<file path="src/rtl/cfg_seq_pkg.sv">
package cfg_seq_pkg;

  typedef enum logic [1:0] {WT_NONE, WT_SHORT, WT_MID, WT_LONG} wait_e;
  typedef enum logic {LST_INIT, LST_RECAL} list_e;

  localparam int INIT_LEN  = 21;
  localparam int RECAL_LEN = 4;
  localparam int IDX_W     = $clog2(INIT_LEN);

  // settling times in microseconds
  localparam int US_SHORT = 10;
  localparam int US_MID   = 400;
  localparam int US_LONG  = 800;

  function automatic logic [31:0] init_word(logic [IDX_W-1:0] i);
    case (i)
      5'd0:    return 32'h0200_0007;
      5'd1:    return 32'h0000_002B;
      5'd2:    return 32'h0000_000B;
      5'd3:    return 32'h1D32_A64A;
      5'd4:    return 32'h2A20_B929;
      5'd5:    return 32'h4000_3E88;
      5'd6:    return 32'h809F_E520;
      5'd7:    return 32'h011F_4827;
      5'd8:    return 32'h0000_0006;
      5'd9:    return 32'h01E2_8005;
      5'd10:   return 32'h0020_0004;
      5'd11:   return 32'h0189_0803;
      5'd12:   return 32'h0002_0642;
      5'd13:   return 32'hFFF7_FFE1;
      5'd14:   return 32'h809F_E720;
      5'd15:   return 32'h809F_E560;
      5'd16:   return 32'h809F_ED60;
      5'd17:   return 32'h809F_E5A0;
      5'd18:   return 32'h809F_F5A0;
      5'd19:   return 32'h2800_B929;
      default: return 32'h809F_25A0;
    endcase
  endfunction

  function automatic wait_e init_wait(logic [IDX_W-1:0] i);
    case (i)
      5'd6:         return WT_SHORT;
      5'd14:        return WT_LONG;
      5'd16, 5'd18: return WT_MID;
      default:      return WT_NONE;
    endcase
  endfunction

  function automatic logic [31:0] recal_word(logic [IDX_W-1:0] i);
    case (i)
      5'd0:    return 32'h809F_E520;
      5'd1:    return 32'h2A20_B929;
      5'd2:    return 32'hFFF7_FFE1;
      default: return 32'h809F_E720;
    endcase
  endfunction

  function automatic wait_e recal_wait(logic [IDX_W-1:0] i);
    return (i == 5'd3) ? WT_LONG : WT_NONE;
  endfunction

endpackage

</file>
<file path="src/rtl/cfg_seq_rom.sv">
module cfg_seq_rom
  import cfg_seq_pkg::*;
(
  input  list_e            list_i,
  input  logic [IDX_W-1:0] idx_i,
  output logic [31:0]      word_o,
  output wait_e            wait_o,
  output logic             last_o
);

  always_comb begin
    if (list_i == LST_INIT) begin
      word_o = init_word(idx_i);
      wait_o = init_wait(idx_i);
      last_o = (idx_i == IDX_W'(INIT_LEN - 1));
    end else begin
      word_o = recal_word(idx_i);
      wait_o = recal_wait(idx_i);
      last_o = (idx_i == IDX_W'(RECAL_LEN - 1));
    end
  end

endmodule

</file>
<file path="src/rtl/cfg_seq_timer.sv">
module cfg_seq_timer
  import cfg_seq_pkg::*;
#(
  parameter int CYC_PER_US = 50
) (
  input  logic  clk_i,
  input  logic  rst_ni,
  input  logic  load_i,
  input  wait_e wait_i,
  output logic  zero_o
);

  localparam int D_SHORT = US_SHORT * CYC_PER_US;
  localparam int D_MID   = US_MID * CYC_PER_US;
  localparam int D_LONG  = US_LONG * CYC_PER_US;
  localparam int CNT_W   = $clog2(D_LONG);

  logic [CNT_W-1:0] cnt_q;
  logic [CNT_W-1:0] load_val;

  // counter covers D cycles: loaded with D-1, the cycle at zero is the last
  always_comb begin
    case (wait_i)
      WT_SHORT: load_val = CNT_W'(D_SHORT - 1);
      WT_MID:   load_val = CNT_W'(D_MID - 1);
      WT_LONG:  load_val = CNT_W'(D_LONG - 1);
      default:  load_val = '0;
    endcase
  end

  always_ff @(posedge clk_i or negedge rst_ni) begin
    if (!rst_ni)            cnt_q <= '0;
    else if (load_i)        cnt_q <= load_val;
    else if (cnt_q != '0)   cnt_q <= cnt_q - 1'b1;
  end

  assign zero_o = (cnt_q == '0);


  cnt_range_chk: assert property (@(posedge clk_i) disable iff (!rst_ni)
    cnt_q <= CNT_W'(D_LONG - 1));


  cnt_step_chk: assert property (@(posedge clk_i) disable iff (!rst_ni)
    (!load_i && cnt_q != '0) |=> cnt_q == $past(cnt_q) - 1'b1);

endmodule

</file>
<file path="src/rtl/cfg_seq_ctrl.sv">
module cfg_seq_ctrl
  import cfg_seq_pkg::*;
(
  input  logic             clk_i,
  input  logic             rst_ni,
  input  logic             start_i,
  input  logic             recal_req_i,
  input  logic             wr_done_i,
  input  wait_e            wait_i,
  input  logic             last_i,
  input  logic             tmr_zero_i,
  output logic             tmr_load_o,
  output list_e            list_o,
  output logic [IDX_W-1:0] idx_o,
  output logic             send_o,
  output logic             busy_o,
  output logic             init_done_o
);

  typedef enum logic [1:0] {ST_IDLE, ST_SEND, ST_WAIT} state_e;

  state_e           state_q;
  list_e            list_q;
  logic [IDX_W-1:0] idx_q;
  logic             done_q;
  logic             pend_q;

  assign tmr_load_o = (state_q == ST_SEND) && wr_done_i && (wait_i != WT_NONE);

  always_ff @(posedge clk_i or negedge rst_ni) begin
    if (!rst_ni) begin
      state_q <= ST_IDLE;
      list_q  <= LST_INIT;
      idx_q   <= '0;
      done_q  <= 1'b0;
      pend_q  <= 1'b0;
    end else begin
      if (recal_req_i && state_q != ST_IDLE) pend_q <= 1'b1;
      case (state_q)
        ST_IDLE: begin
          if (start_i) begin
            state_q <= ST_SEND;
            list_q  <= LST_INIT;
            idx_q   <= '0;
            done_q  <= 1'b0;
          end else if (done_q && (pend_q || recal_req_i)) begin
            state_q <= ST_SEND;
            list_q  <= LST_RECAL;
            idx_q   <= '0;
            pend_q  <= 1'b0;
          end
        end
        ST_SEND: begin
          if (wr_done_i) begin
            if (wait_i != WT_NONE) begin
              state_q <= ST_WAIT;
            end else if (last_i) begin
              state_q <= ST_IDLE;
              if (list_q == LST_INIT) done_q <= 1'b1;
            end else begin
              idx_q <= idx_q + 1'b1;
            end
          end
        end
        ST_WAIT: begin
          if (tmr_zero_i) begin
            if (last_i) begin
              state_q <= ST_IDLE;
              if (list_q == LST_INIT) done_q <= 1'b1;
            end else begin
              state_q <= ST_SEND;
              idx_q   <= idx_q + 1'b1;
            end
          end
        end
        default: state_q <= ST_IDLE;
      endcase
    end
  end

  assign list_o      = list_q;
  assign idx_o       = idx_q;
  assign send_o      = (state_q == ST_SEND);
  assign busy_o      = (state_q != ST_IDLE);
  assign init_done_o = done_q;


  recal_gate_chk: assert property (@(posedge clk_i) disable iff (!rst_ni)
    (busy_o && list_q == LST_RECAL) |-> done_q);


  restart_idle_chk: assert property (@(posedge clk_i) disable iff (!rst_ni)
    (busy_o && $stable(list_q)) |=> (idx_q == $past(idx_q) || idx_q == $past(idx_q) + 1'b1));

endmodule

</file>
<file path="src/rtl/cfg_seq_top.sv">
module cfg_seq_top
  import cfg_seq_pkg::*;
#(
  parameter int CYC_PER_US = 50
) (
  input  logic        clk_i,
  input  logic        rst_ni,
  input  logic        start_i,
  input  logic        recal_req_i,
  input  logic        wr_done_i,
  output logic [31:0] word_o,
  output logic        word_valid_o,
  output logic        busy_o,
  output logic        init_done_o
);

  list_e            list;
  logic [IDX_W-1:0] idx;
  logic [31:0]      rom_word;
  wait_e            rom_wait;
  logic             rom_last;
  logic             tmr_load;
  logic             tmr_zero;
  logic             send;

  cfg_seq_rom u_rom (
    .list_i (list),
    .idx_i  (idx),
    .word_o (rom_word),
    .wait_o (rom_wait),
    .last_o (rom_last)
  );

  cfg_seq_timer #(.CYC_PER_US(CYC_PER_US)) u_tmr (
    .clk_i  (clk_i),
    .rst_ni (rst_ni),
    .load_i (tmr_load),
    .wait_i (rom_wait),
    .zero_o (tmr_zero)
  );

  cfg_seq_ctrl u_ctrl (
    .clk_i       (clk_i),
    .rst_ni      (rst_ni),
    .start_i     (start_i),
    .recal_req_i (recal_req_i),
    .wr_done_i   (wr_done_i),
    .wait_i      (rom_wait),
    .last_i      (rom_last),
    .tmr_zero_i  (tmr_zero),
    .tmr_load_o  (tmr_load),
    .list_o      (list),
    .idx_o       (idx),
    .send_o      (send),
    .busy_o      (busy_o),
    .init_done_o (init_done_o)
  );

  assign word_valid_o = send;
  assign word_o       = send ? rom_word : 32'h0;


  word_hold_chk: assert property (@(posedge clk_i) disable iff (!rst_ni)
    (word_valid_o && !wr_done_i) |=> (word_valid_o && $stable(word_o)));


  addr_range_chk: assert property (@(posedge clk_i) disable iff (!rst_ni)
    word_valid_o |-> (word_o[4:0] <= 5'd11));


  done_on_hs_chk: assert property (@(posedge clk_i) disable iff (!rst_ni)
    $rose(init_done_o) |-> $past(word_valid_o && wr_done_i));


  done_clr_chk: assert property (@(posedge clk_i) disable iff (!rst_ni)
    $fell(init_done_o) |-> $past(start_i && !busy_o));

endmodule

</file>
<file path="config.mk">
export PLATFORM = sky130hd
export DESIGN_NAME = cfg_seq_top
export DESIGN_NICKNAME = d
export VERILOG_FILES = /design/src/rtl/cfg_seq_pkg.sv /design/src/rtl/cfg_seq_rom.sv /design/src/rtl/cfg_seq_timer.sv /design/src/rtl/cfg_seq_ctrl.sv /design/src/rtl/cfg_seq_top.sv
export SDC_FILE = /design/constraint.sdc
export NUM_CORES = 1
export LEC_CHECK = 0
export ABC_CLOCK_PERIOD_IN_PS = 3690
export BUFFER_PORTS_ARGS = -buffer_cell sky130_fd_sc_hd__clkbuf_2
export CAP_MARGIN = 20
export CORE_ASPECT_RATIO = 2
export CORE_MARGIN = 2
export CORE_UTILIZATION = 59
export DETAILED_ROUTE_END_ITERATION = 10
export GPL_ROUTABILITY_DRIVEN = 0
export PLACE_DENSITY = 0.9
export SYNTH_ARGS = -nofsm -noshare
export SYNTH_HDL_FRONTEND = slang
export SYNTH_HIERARCHICAL = 1
export SYNTH_SLANG_ARGS = --single-unit
</file>
<file path="constraint.sdc">
create_clock -name clk_i -period 3.69 [get_ports clk_i]
set_input_delay 0.369 -clock clk_i [delete_from_list [all_inputs] [get_ports clk_i]]
set_output_delay 0.369 -clock clk_i [all_outputs]
set_load 0.02 [all_outputs]
</file>
==> flow_summary.ini <==
[global_routing]
grt_pass1_vias = 2943
grt_antenna_before_repair = 0
overflow = 0
grtUsageTotal = 0.3092
grt_pass1_wl_mm = 13.49
grt_max_degree = 35

[synthesis]
yosys_warnings = 6
ys_ff_latch = 26
postSynthAreaPerCell_sq_um = 8.210
synth_cell_types = 78
synth-edff-count = 0
synth_nets = 383
synth_flop_cell = dfrtp_1
synthCells = 363
synthArstFlopShare = 1.000
ys_seq_area_frac = 0.2183
syn_area_sq_um = 2980

[clocking]
htreeDepth = 1
hold_buffers = 0
clkTransAtPathRegs_ps = 90
cts-root-buf = clkbuf_8
cts_setup_buffers = 0
cts.sinks = 26
clockBufferDepth = 2
cts.repair.resized = 0
numCtsBuffers = 3
cts_tree = done
clkLatencyLatePin_ps = 270

[layout]
final_util = 0.6543
area_delta_synth_final_pct = 6.801
ff_latch_area_sq_um = 650.6
final_common_cell = clkbuf_2
final_nets = 407
multi_input_area_sq_um = 2121
layout_common_cells = clkbuf_2 (38), and2_2 (32), nor2_1 (26), dfrtp_1 (26)
drive_gt1_frac = 0.2649
layoutNonFillerInstCount = 442
n_fill_cell = 444
diodes = 0

[routing]
wl_met3_um = 433
top_layer_used = met4
wl_met2_mm = 4.369
drtIter0Drc = 109
vias = 2991
drt_first_pass_iters = 5
vias_per_cell = 6.767
avgRoutedWirePerCell_um = 18.38
drt-met1-wl_mm = 2.662
drc = 0
drt-total-wl_mm = 8.122
ant_nets = 0

[timing]
worstMarginPinSlew_ps = 794.5
fmax_ghz = 0.3097
finalSetupViolations = 0
maxSlewHeadroom = 0.4704
maxSlewViolCount = 0
period_share = 0.8750
layout_min_cycle_time_ps = 3229
hold_viol = 0
finClkSkew_ps = 3.767
fin_ws_ps = 461.3
rsz0062_at_grt = no
setup-tns-final_ps = 0

[setup_path]
slowest_delay_ps = 640
crit_required_ps = 3840
end_kind = flop
worst-path-buf-inv = 2
path_max_fanout = 15
worstPathCellList = ha_1 > nor2b_1 > a22oi_1 > nor2_1 > nor2_1 > nor2_1 > buf_4 > inv_1 > or3_1 > a21boi_0
startpoint = u_ctrl/idx_o[1]
crit_family = simple AND/OR/NAND/NOR gates
crit_type = reg2reg
critical_path_arrival_ps = 3380
critPathSlowestCell = dfrtp_1
critical_path.startpoint_type = flop
cp_common_cell = nor2_1
worstReg2RegStart = u_ctrl/idx_o[1]

[place]
hpwl_mm = 6.218
place_inst = 439
io_buffers = 38
dpl_worst_slack_ps = 350.9

[job]
maxCapViolations = 0

[floorplanning]
die_w_um = 54.26
num_rows = 36
pin_count = 40
die_area_sq_um = 5670
initial_core_util = 0.6127
core_sq_um = 4865
die_h_um = 104.5

[pwr]
clock_power_share = 0.064
powerDensity_nw_per_um2 = 770.8
p_leak_nw = 1.414
combPwrFrac = 0.698
p_sw_frac = 0.5290
p_int_mw = 1.156
finalPower_mw = 2.453
seq_power_share = 0.238
ir_drop_mv = 0.5824
power_switching_mw = 1.298

[outcome]
status = completed

[hold_path]
hold_path.class = in2async
power by group through the flow:
stage	Clock, mW	Sequential [mW]	Combinational, mW
5_1_grt	0.172	0.604	1.87
4_1_cts	0.162	0.578	1.69
2_1_floorplan	0	0.511	1.35
6_report	0.158	0.584	1.71
3_3_place_gp	0	0.574	1.63
3_5_place_dp	0	0.585	1.68
state kept, by name (all words and copies together) (netlist names):
| register | flops |
|---|---|
| u_ctrl/init_done_o | 1 |
| u_ctrl/state_q | 2 |
| u_ctrl/idx_o | 5 |
| u_tmr/cnt_q | 16 |
| u_ctrl/list_o | 1 |
| u_ctrl/pend_q | 1 |
layout make-up:
| cell class | count | area share |
|---|---|---|
| multi-input combinational | 294 | 0.6663 |
| tap | 57 | 0.02241 |
| inverter | 19 | 0.02241 |
| sequential | 26 | 0.2044 |
| timing repair buffer | 43 | 0.07154 |
| clock buffer | 3 | 0.01297 |
cell usage after synthesis, types with 6 or more instances:
master    number  area (sq um)
buf_2          8         40.04
inv_1         19         71.32
ha_1          15         187.7
mux2i_1        8         80.08
clkbuf_1       6         22.52
a21oi_1       19         95.09
nand3_1       19         95.09
o21ai_0       16         80.08
dfrtp_1       26         650.6
nor2_1        26         97.59
and2_2        32         240.2
o21ai_1        8         40.04
nand2_1       17         63.81
routing by layer:
metal	track usage	vias to the layer above
met5	0	-
met4	0.2482	0
met3	0.05316	56
met2	0.5344	178
met1	0.2895	1391
li1	-	1366
cell families (layout without fill, tap and decap cells):
family	Yosys count	in the layout	synth area share
DFF	26	26	0.2183
AOI/OAI and AO/OA	94	94	0.2133
other	1	1	0.001258
muxes	15	15	0.05457
and+or+nand+nor	162	162	0.3589
buffers and inverters	43	65	0.07011
xor gates and xnor gates	7	7	0.02057
adders and majority gates	15	15	0.06297
metrics by stage:
step	instance area [sq um]	hold slack, ps
floorplan	2980	73.41
global placement	3142	415.2
detailed placement	3142	430.1
CTS	3183	134.2
global route	3183	173.3
finish	3183	117.6
worst paths after layout:
kind | endpoint | slack, ps | cells past startpoint
min | u_tmr/cnt_q[15] | 120 | 1
min in group clk_i | u_ctrl/list_o | 290 | 2
max in group asynchronous | u_tmr/cnt_q[6] | 3150 | 1
max | u_tmr/cnt_q[4] | 460 | 10
min reg2reg | u_ctrl/pend_q | 550 | 2
max reg2reg | u_tmr/cnt_q[4] | 460 | 10
Power figures use the tool's default switching activity.
